--- src/rtl/uart_irq_pkg.sv ---
package uart_irq_pkg;
   // source codes reported in the low nibble of the identification value
   localparam logic [3:0] CODE_MS   = 4'h0;
   localparam logic [3:0] CODE_NONE = 4'h1;
   localparam logic [3:0] CODE_THRE = 4'h2;
   localparam logic [3:0] CODE_RXD  = 4'h4;
   localparam logic [3:0] CODE_LS   = 4'h6;
   localparam logic [3:0] CODE_TMO  = 4'hC;

   // latched flag slots
   localparam int SLOT_LS   = 0;
   localparam int SLOT_TMO  = 1;
   localparam int SLOT_THRE = 2;
   localparam int SLOT_MS   = 3;
   localparam int NUM_SLOTS = 4;

   // enable register bit positions
   localparam int EN_RXD  = 0;
   localparam int EN_THRE = 1;
   localparam int EN_LS   = 2;
   localparam int EN_MS   = 3;

   typedef struct packed {
      logic ls;
      logic rxd;
      logic tmo;
      logic thre;
      logic ms;
   } pend_t;
endpackage

--- src/rtl/uart_irq_flag.sv ---
module uart_irq_flag (
   input  logic clk,
   input  logic rst_n,
   input  logic set,
   input  logic clr,
   output logic q
);
   always_ff @(posedge clk or negedge rst_n) begin
      if (!rst_n)   q <= 1'b0;
      else if (set) q <= 1'b1;
      else if (clr) q <= 1'b0;
   end

   // a set in the same cycle as a clear leaves the flag set
   p_set_wins_r10: assert property (@(posedge clk) disable iff (!rst_n)
      set |=> q);
   // a clear with no set drops the flag
   p_clr_drops_r8: assert property (@(posedge clk) disable iff (!rst_n)
      (clr && !set) |=> !q);
endmodule

--- src/rtl/uart_irq_prio.sv ---
module uart_irq_prio
   import uart_irq_pkg::*;
(
   input  pend_t      pend,
   output logic [3:0] code,
   output logic       none
);
   always_comb begin
      none = 1'b0;
      if (pend.ls)        code = CODE_LS;
      else if (pend.rxd)  code = CODE_RXD;
      else if (pend.tmo)  code = CODE_TMO;
      else if (pend.thre) code = CODE_THRE;
      else if (pend.ms)   code = CODE_MS;
      else begin
         code = CODE_MS;
         none = 1'b1;
      end
   end
endmodule

--- src/rtl/uart_irq_ident.sv ---
module uart_irq_ident
   import uart_irq_pkg::*;
#(
   parameter int IER_W       = 4,
   parameter int IIR_W       = 8,
   parameter int FIFO_FLAG_W = 2,
   parameter bit HAS_TMO     = 1'b1,
   parameter bit REG_IRQ     = 1'b0
) (
   input  logic             clk,
   input  logic             rst_n,
   input  logic             ls_event,
   input  logic             tmo_event,
   input  logic             ms_event,
   input  logic             rx_at_trig,
   input  logic             tx_empty,
   input  logic [IER_W-1:0] enables,
   input  logic             fifo_on,
   input  logic             irq_gate,
   input  logic             ident_rd,
   input  logic             hold_wr,
   input  logic             lsr_rd,
   input  logic             msr_rd,
   input  logic             rbr_rd,
   output logic [IIR_W-1:0] ident,
   output logic             irq
);
   localparam int CODE_W  = 4;
   localparam int FLAG_LO = IIR_W - FIFO_FLAG_W;

   generate
      if (IER_W < 4) begin : g_bad_ier
         $error("IER_W must be at least 4");
      end
      if (FIFO_FLAG_W < 1 || IIR_W < CODE_W + FIFO_FLAG_W) begin : g_bad_iir
         $error("IIR_W must hold the code nibble and the FIFO flags");
      end
   endgenerate

   logic                 tx_prev;
   logic                 thre_rise;
   logic                 tmo_set;
   logic                 thre_clr;
   logic [NUM_SLOTS-1:0] set_v;
   logic [NUM_SLOTS-1:0] clr_v;
   logic [NUM_SLOTS-1:0] flag_q;
   pend_t                pend;
   logic [3:0]           code;
   logic                 none;

   // reset to 1 so an empty transmitter at reset raises nothing
   always_ff @(posedge clk or negedge rst_n) begin
      if (!rst_n) tx_prev <= 1'b1;
      else        tx_prev <= tx_empty;
   end
   assign thre_rise = tx_empty & ~tx_prev;

   generate
      if (HAS_TMO) begin : g_tmo
         assign tmo_set = tmo_event;
      end else begin : g_no_tmo
         assign tmo_set = 1'b0;
      end
   endgenerate

   assign thre_clr = hold_wr | (ident_rd & ~none & (code == CODE_THRE));

   always_comb begin
      set_v            = '0;
      clr_v            = '0;
      set_v[SLOT_LS]   = ls_event;
      clr_v[SLOT_LS]   = lsr_rd;
      set_v[SLOT_TMO]  = tmo_set;
      clr_v[SLOT_TMO]  = rbr_rd;
      set_v[SLOT_THRE] = thre_rise;
      clr_v[SLOT_THRE] = thre_clr;
      set_v[SLOT_MS]   = ms_event;
      clr_v[SLOT_MS]   = msr_rd;
   end

   generate
      for (genvar i = 0; i < NUM_SLOTS; i++) begin : g_flag
         uart_irq_flag u_flag (
            .clk   (clk),
            .rst_n (rst_n),
            .set   (set_v[i]),
            .clr   (clr_v[i]),
            .q     (flag_q[i])
         );
      end
   endgenerate

   always_comb begin
      pend.ls   = flag_q[SLOT_LS]   & enables[EN_LS];
      pend.rxd  = rx_at_trig        & enables[EN_RXD];
      pend.tmo  = flag_q[SLOT_TMO]  & enables[EN_RXD];
      pend.thre = flag_q[SLOT_THRE] & enables[EN_THRE];
      pend.ms   = flag_q[SLOT_MS]   & enables[EN_MS];
   end

   uart_irq_prio u_prio (
      .pend (pend),
      .code (code),
      .none (none)
   );

   always_comb begin
      ident                          = '0;
      ident[CODE_W-1:0]              = code | {3'b000, none};
      ident[IIR_W-1:FLAG_LO]         = {FIFO_FLAG_W{fifo_on}};
   end

   generate
      if (REG_IRQ) begin : g_irq_reg
         logic irq_q;
         always_ff @(posedge clk or negedge rst_n) begin
            if (!rst_n) irq_q <= 1'b0;
            else        irq_q <= ~none & irq_gate;
         end
         assign irq = irq_q;
         // a registered request follows a pending source
         p_irq_pending_r1: assert property (@(posedge clk) disable iff (!rst_n)
            irq |-> $past(!none));
      end else begin : g_irq_comb
         assign irq = ~none & irq_gate;
         // request high only while the code says pending
         p_irq_pending_r1: assert property (@(posedge clk) disable iff (!rst_n)
            irq |-> !ident[0]);
      end
   endgenerate

   // an enabled line status flag always wins
   p_ls_first_r6: assert property (@(posedge clk) disable iff (!rst_n)
      (flag_q[SLOT_LS] && enables[EN_LS]) |-> (ident[3:0] == CODE_LS));
   // a read that reports transmit empty clears it unless a new edge arrives
   p_thre_read_r7: assert property (@(posedge clk) disable iff (!rst_n)
      (ident_rd && ident[3:0] == CODE_THRE && !thre_rise) |=> !flag_q[SLOT_THRE]);
   // no transmit-empty flag appears without a rising edge
   p_thre_edge_r12: assert property (@(posedge clk) disable iff (!rst_n)
      (!flag_q[SLOT_THRE] && !thre_rise) |=> !flag_q[SLOT_THRE]);
endmodule

--- config.mk ---
export PLATFORM = sky130hd
export DESIGN_NAME = uart_irq_ident
export DESIGN_NICKNAME = d
export VERILOG_FILES = /design/src/rtl/uart_irq_pkg.sv /design/src/rtl/uart_irq_flag.sv /design/src/rtl/uart_irq_prio.sv /design/src/rtl/uart_irq_ident.sv
export SDC_FILE = /design/constraint.sdc
export NUM_CORES = 1
export LEC_CHECK = 0
export ABC_CLOCK_PERIOD_IN_PS = 1050
export BUFFER_PORTS_ARGS = -buffer_cell sky130_fd_sc_hd__buf_4
export CORE_AREA = 2 2 39 41
export DETAILED_ROUTE_END_ITERATION = 8
export DIE_AREA = 0 0 41 43
export PLACE_DENSITY = 0.53
export SLEW_MARGIN = 15
export SYNTH_ARGS = -nofsm -noshare
export SYNTH_HDL_FRONTEND = slang
export SYNTH_SLANG_ARGS = --single-unit
--- constraint.sdc ---
create_clock -name clk -period 1.05 [get_ports clk]
set_input_delay 0 -clock clk [delete_from_list [all_inputs] [get_ports clk]]
set_output_delay 0 -clock clk [all_outputs]
set_load 0.005 [all_outputs]
==> metrics.md <==
| Metric | Value |
|---|---|
| Post-synth top area share | 0.357 |
| Area Overhead vs Synth | 92.9% |
| Top post-synthesis cells by area | dfrtp_1, buf_4, dfstp_2 |
| WHS Path Cells | 0 |
| Yosys reg bits | 5 |
| Required time worst endpoint | approximately 1.1 ns |
| Startpoint of the worst register-to-register path | g_flag[1].u_flag.q |
| Initial drt markers | 3 |
| Storage element area | 126 sq um |
| Crit-path max FO | 3 |
| Die height | ~43 um |
| Post-route ant nets | 0 |
| IO Count | 27 |
| Top cell type by total area after synthesis | dfrtp_1 |
| Startpoint Class | flip-flop |
| Starting Density | 0.203 |
| Clock Skew | ~0.0011 ns |
| Share of layout cells above drive strength 1 | 0.550 |
| Final Cycle Share | 1.10 |
| Worst r2r dst | g_flag[2].u_flag.q |
| Yosys warning count | 0 |
| Ant diodes | 0 |
| Failing checks | negative setup slack |
| R2r worst-path depth | 3 |
| Worst path max stage delay | ~0.38 ns |
| Clock root cell | clkbuf_4 |
| Vias in the first global route | 256 |
| Standard-cell rows | 14 |
| Netlist cell types | 15 |
| Buffers on Ports | 21 |
| Util after Layout | 0.391 |
| Unrepaired setup endpoints after global routing | true |
| H-tree depth | 1 |
| Data arrival, critical path | 1.16 ns |
| Clock tree buffer depth | 2 |
| Final Power | approximately 0.00058 W |
| Commonest non-fill, non-tap cells in the layout | buf_4, inv_1, dlygate4sd3_1 |
| Post-synthesis instance total | 31 |
| Post-route minimum period | ~1.2 ns |
| Flop2flop setup slack | ~0.06 ns |
| Final hold vios | 0 |
| HP Class | input port to output pin |
| PnR worst setup slack | -0.110 ns |
| Area of the multi-input gates | between 100 and 150 sq um |
| Final Wtd Congestion | 0.614 |
| Seq/Total Area, Yosys | 0.451 |
| Final setup fails | 3 |
| First-pass GRT wire length | ~940 um |
| Drt pass-1 iters | 4 |
| Largest net degree at the start of global routing | 6 |
| Critical Path, Cell by Cell | o21ai_2, nand2_2, o21a_1, buf_6 |
| Drc violations | 0 |
| Pwr/cell area | approximately 1100 mW/mm^2 |
| Crit Path Class | flip-flop to output pin |
| Clock edge transition at the registers on the reported setup and hold paths | around 0.04 ns |
| Total Routing Usage GR | 0.0859 |
| CP Buf/Inv Count | 1 |
| WHS Endpoint | ident[6] |
| Nets | just under 80 |
| Max Cap Viol | 0 |
| Peak supply drop | around 0.44 mV |
| Hold Path Origin | fifo_on |
| Initial antenna violation count | 0 |
| Die area | roughly 0.0018 sq mm |
| Fin. max-slew vios | 0 |
| Mean Syn Cell Area | about 9.0 sq um |
| GRT Residual Overflow | 0 |
| Finished Layout Cells | 76 |
| DRT Wirelength | ~640 um |
| Fmax achieved | 862 MHz |
| Vias/cell | ~4.0 |
| Drt wl/cell | approximately 8.5 um |
| Worst-Skew Late Latency | between 0.2 and 0.25 ns |
| Core ar. | between 0.001 and 0.0015 sq mm |
| Status | finished, violations left |
| Cell Area, Synth | between 200 and 300 sq um |
| Fill count | 150 |
| Clock Sink Count | 5 |
| CTS tree | done |
| Critical Path Stages | 4 |
| Crit. End Element | output pin |
| Routed via count | a little over 300 |
| Slowest CP cell | dfrtp_1 |
| Leak Pwr | 0.289 nW |
| CP top delay family | flip-flops |
| Die X | between 40 and 50 um |
| Commonest non-fill, non-tap cell in the layout | buf_4 |
| Num CTS Buffers | 3 |
| Dpl cells | 65 |
==> sequential cells by signal, summed over array words and instances, names as in the netlist <==
signal,flops
g_flag.u_flag.q,4
tx_prev,1
==> worst reg2reg max path: stages, from the launching register on <==
cell	delay [ns]
dfrtp_1	0.38
o21ai_2	0.17
nand4_1	0.11
a32o_1	0.23
==> cell families after synthesis <==
group | Yosys count | synth area share
other | 1 | 0.0134
buffers and inverters | 10 | 0.201
AND/OR/NAND/NOR | 8 | 0.125
flip-flops | 5 | 0.451
AO/OA/AOI/OAI | 7 | 0.210
==> stage by stage <==
stage | setup slack [ns] | setup TNS, ns | hold WS, ns | instance area, sq um
after floorplan | 0.0420 | 0 | -0.296 | 284
after global placement | 0.0320 | 0 | -0.195 | 432
after detailed placement | 0.00900 | 0 | -0.196 | 432
after CTS | -0.143 | -0.274 | 0.0000931 | 519
after global routing | -0.175 | -0.548 | 0.0000259 | 541
final | -0.110 | -0.185 | 0.00000327 | 541
==> final cells by class <==
class                      count  share of cell area
inverter                       5              0.0347
tap                           16              0.0370
clock buffer                   4              0.0486
multi-input combinational     17               0.206
sequential                     5               0.234
timing repair buffer          29               0.440
==> repair_timing <==
item	in CTS	in global routing
hold buffers	5	0
setup endpoints to repair	4	6
resized for setup	1	4
endpoints found under the hold margin	10	0
pin swaps	4	5
setup buffers	1	1
==> synthesized netlist by cell type <==
library cell,number
buf_4,5
inv_1,5
dfrtp_1,4
nand2_1,3
a21o_1,2
nand3_1,2
nor2_1,2
a21o_2,1
a22o_1,1
a32o_1,1
conb_1,1
dfstp_2,1
nand4_1,1
o21a_1,1
o21ai_2,1
==> power breakdown <==
group | internal [W] | switching, W
sequential | 0.000208 | 0.00000771
clock | 0.000143 | 0.0000702
combinational | 0.000103 | 0.0000505
total | 0.000454 | 0.000128
==> routing by layer <==
layer  GRT usage  vias up  routed length [um]
li1            -      153                   -
met1      0.0918      137                 239
met2       0.113       16                 302
met3      0.0471        0                 101
met4      0.0800        0                   0
met5           0        -                   0
==> how the worst max path moves through the flow <==
stage                  startpoint                  to  slack, ns
2_1_floorplan  g_flag[1].u_flag.q  g_flag[2].u_flag.q       0.04
3_3_place_gp   g_flag[1].u_flag.q  g_flag[2].u_flag.q       0.03
3_5_place_dp   g_flag[1].u_flag.q  g_flag[2].u_flag.q      0.009
4_1_cts        g_flag[1].u_flag.q                 irq      -0.14
5_1_grt        g_flag[1].u_flag.q                 irq      -0.18
6_report       g_flag[1].u_flag.q                 irq      -0.11
No activity file was read; power rests on OpenSTA's default activity.
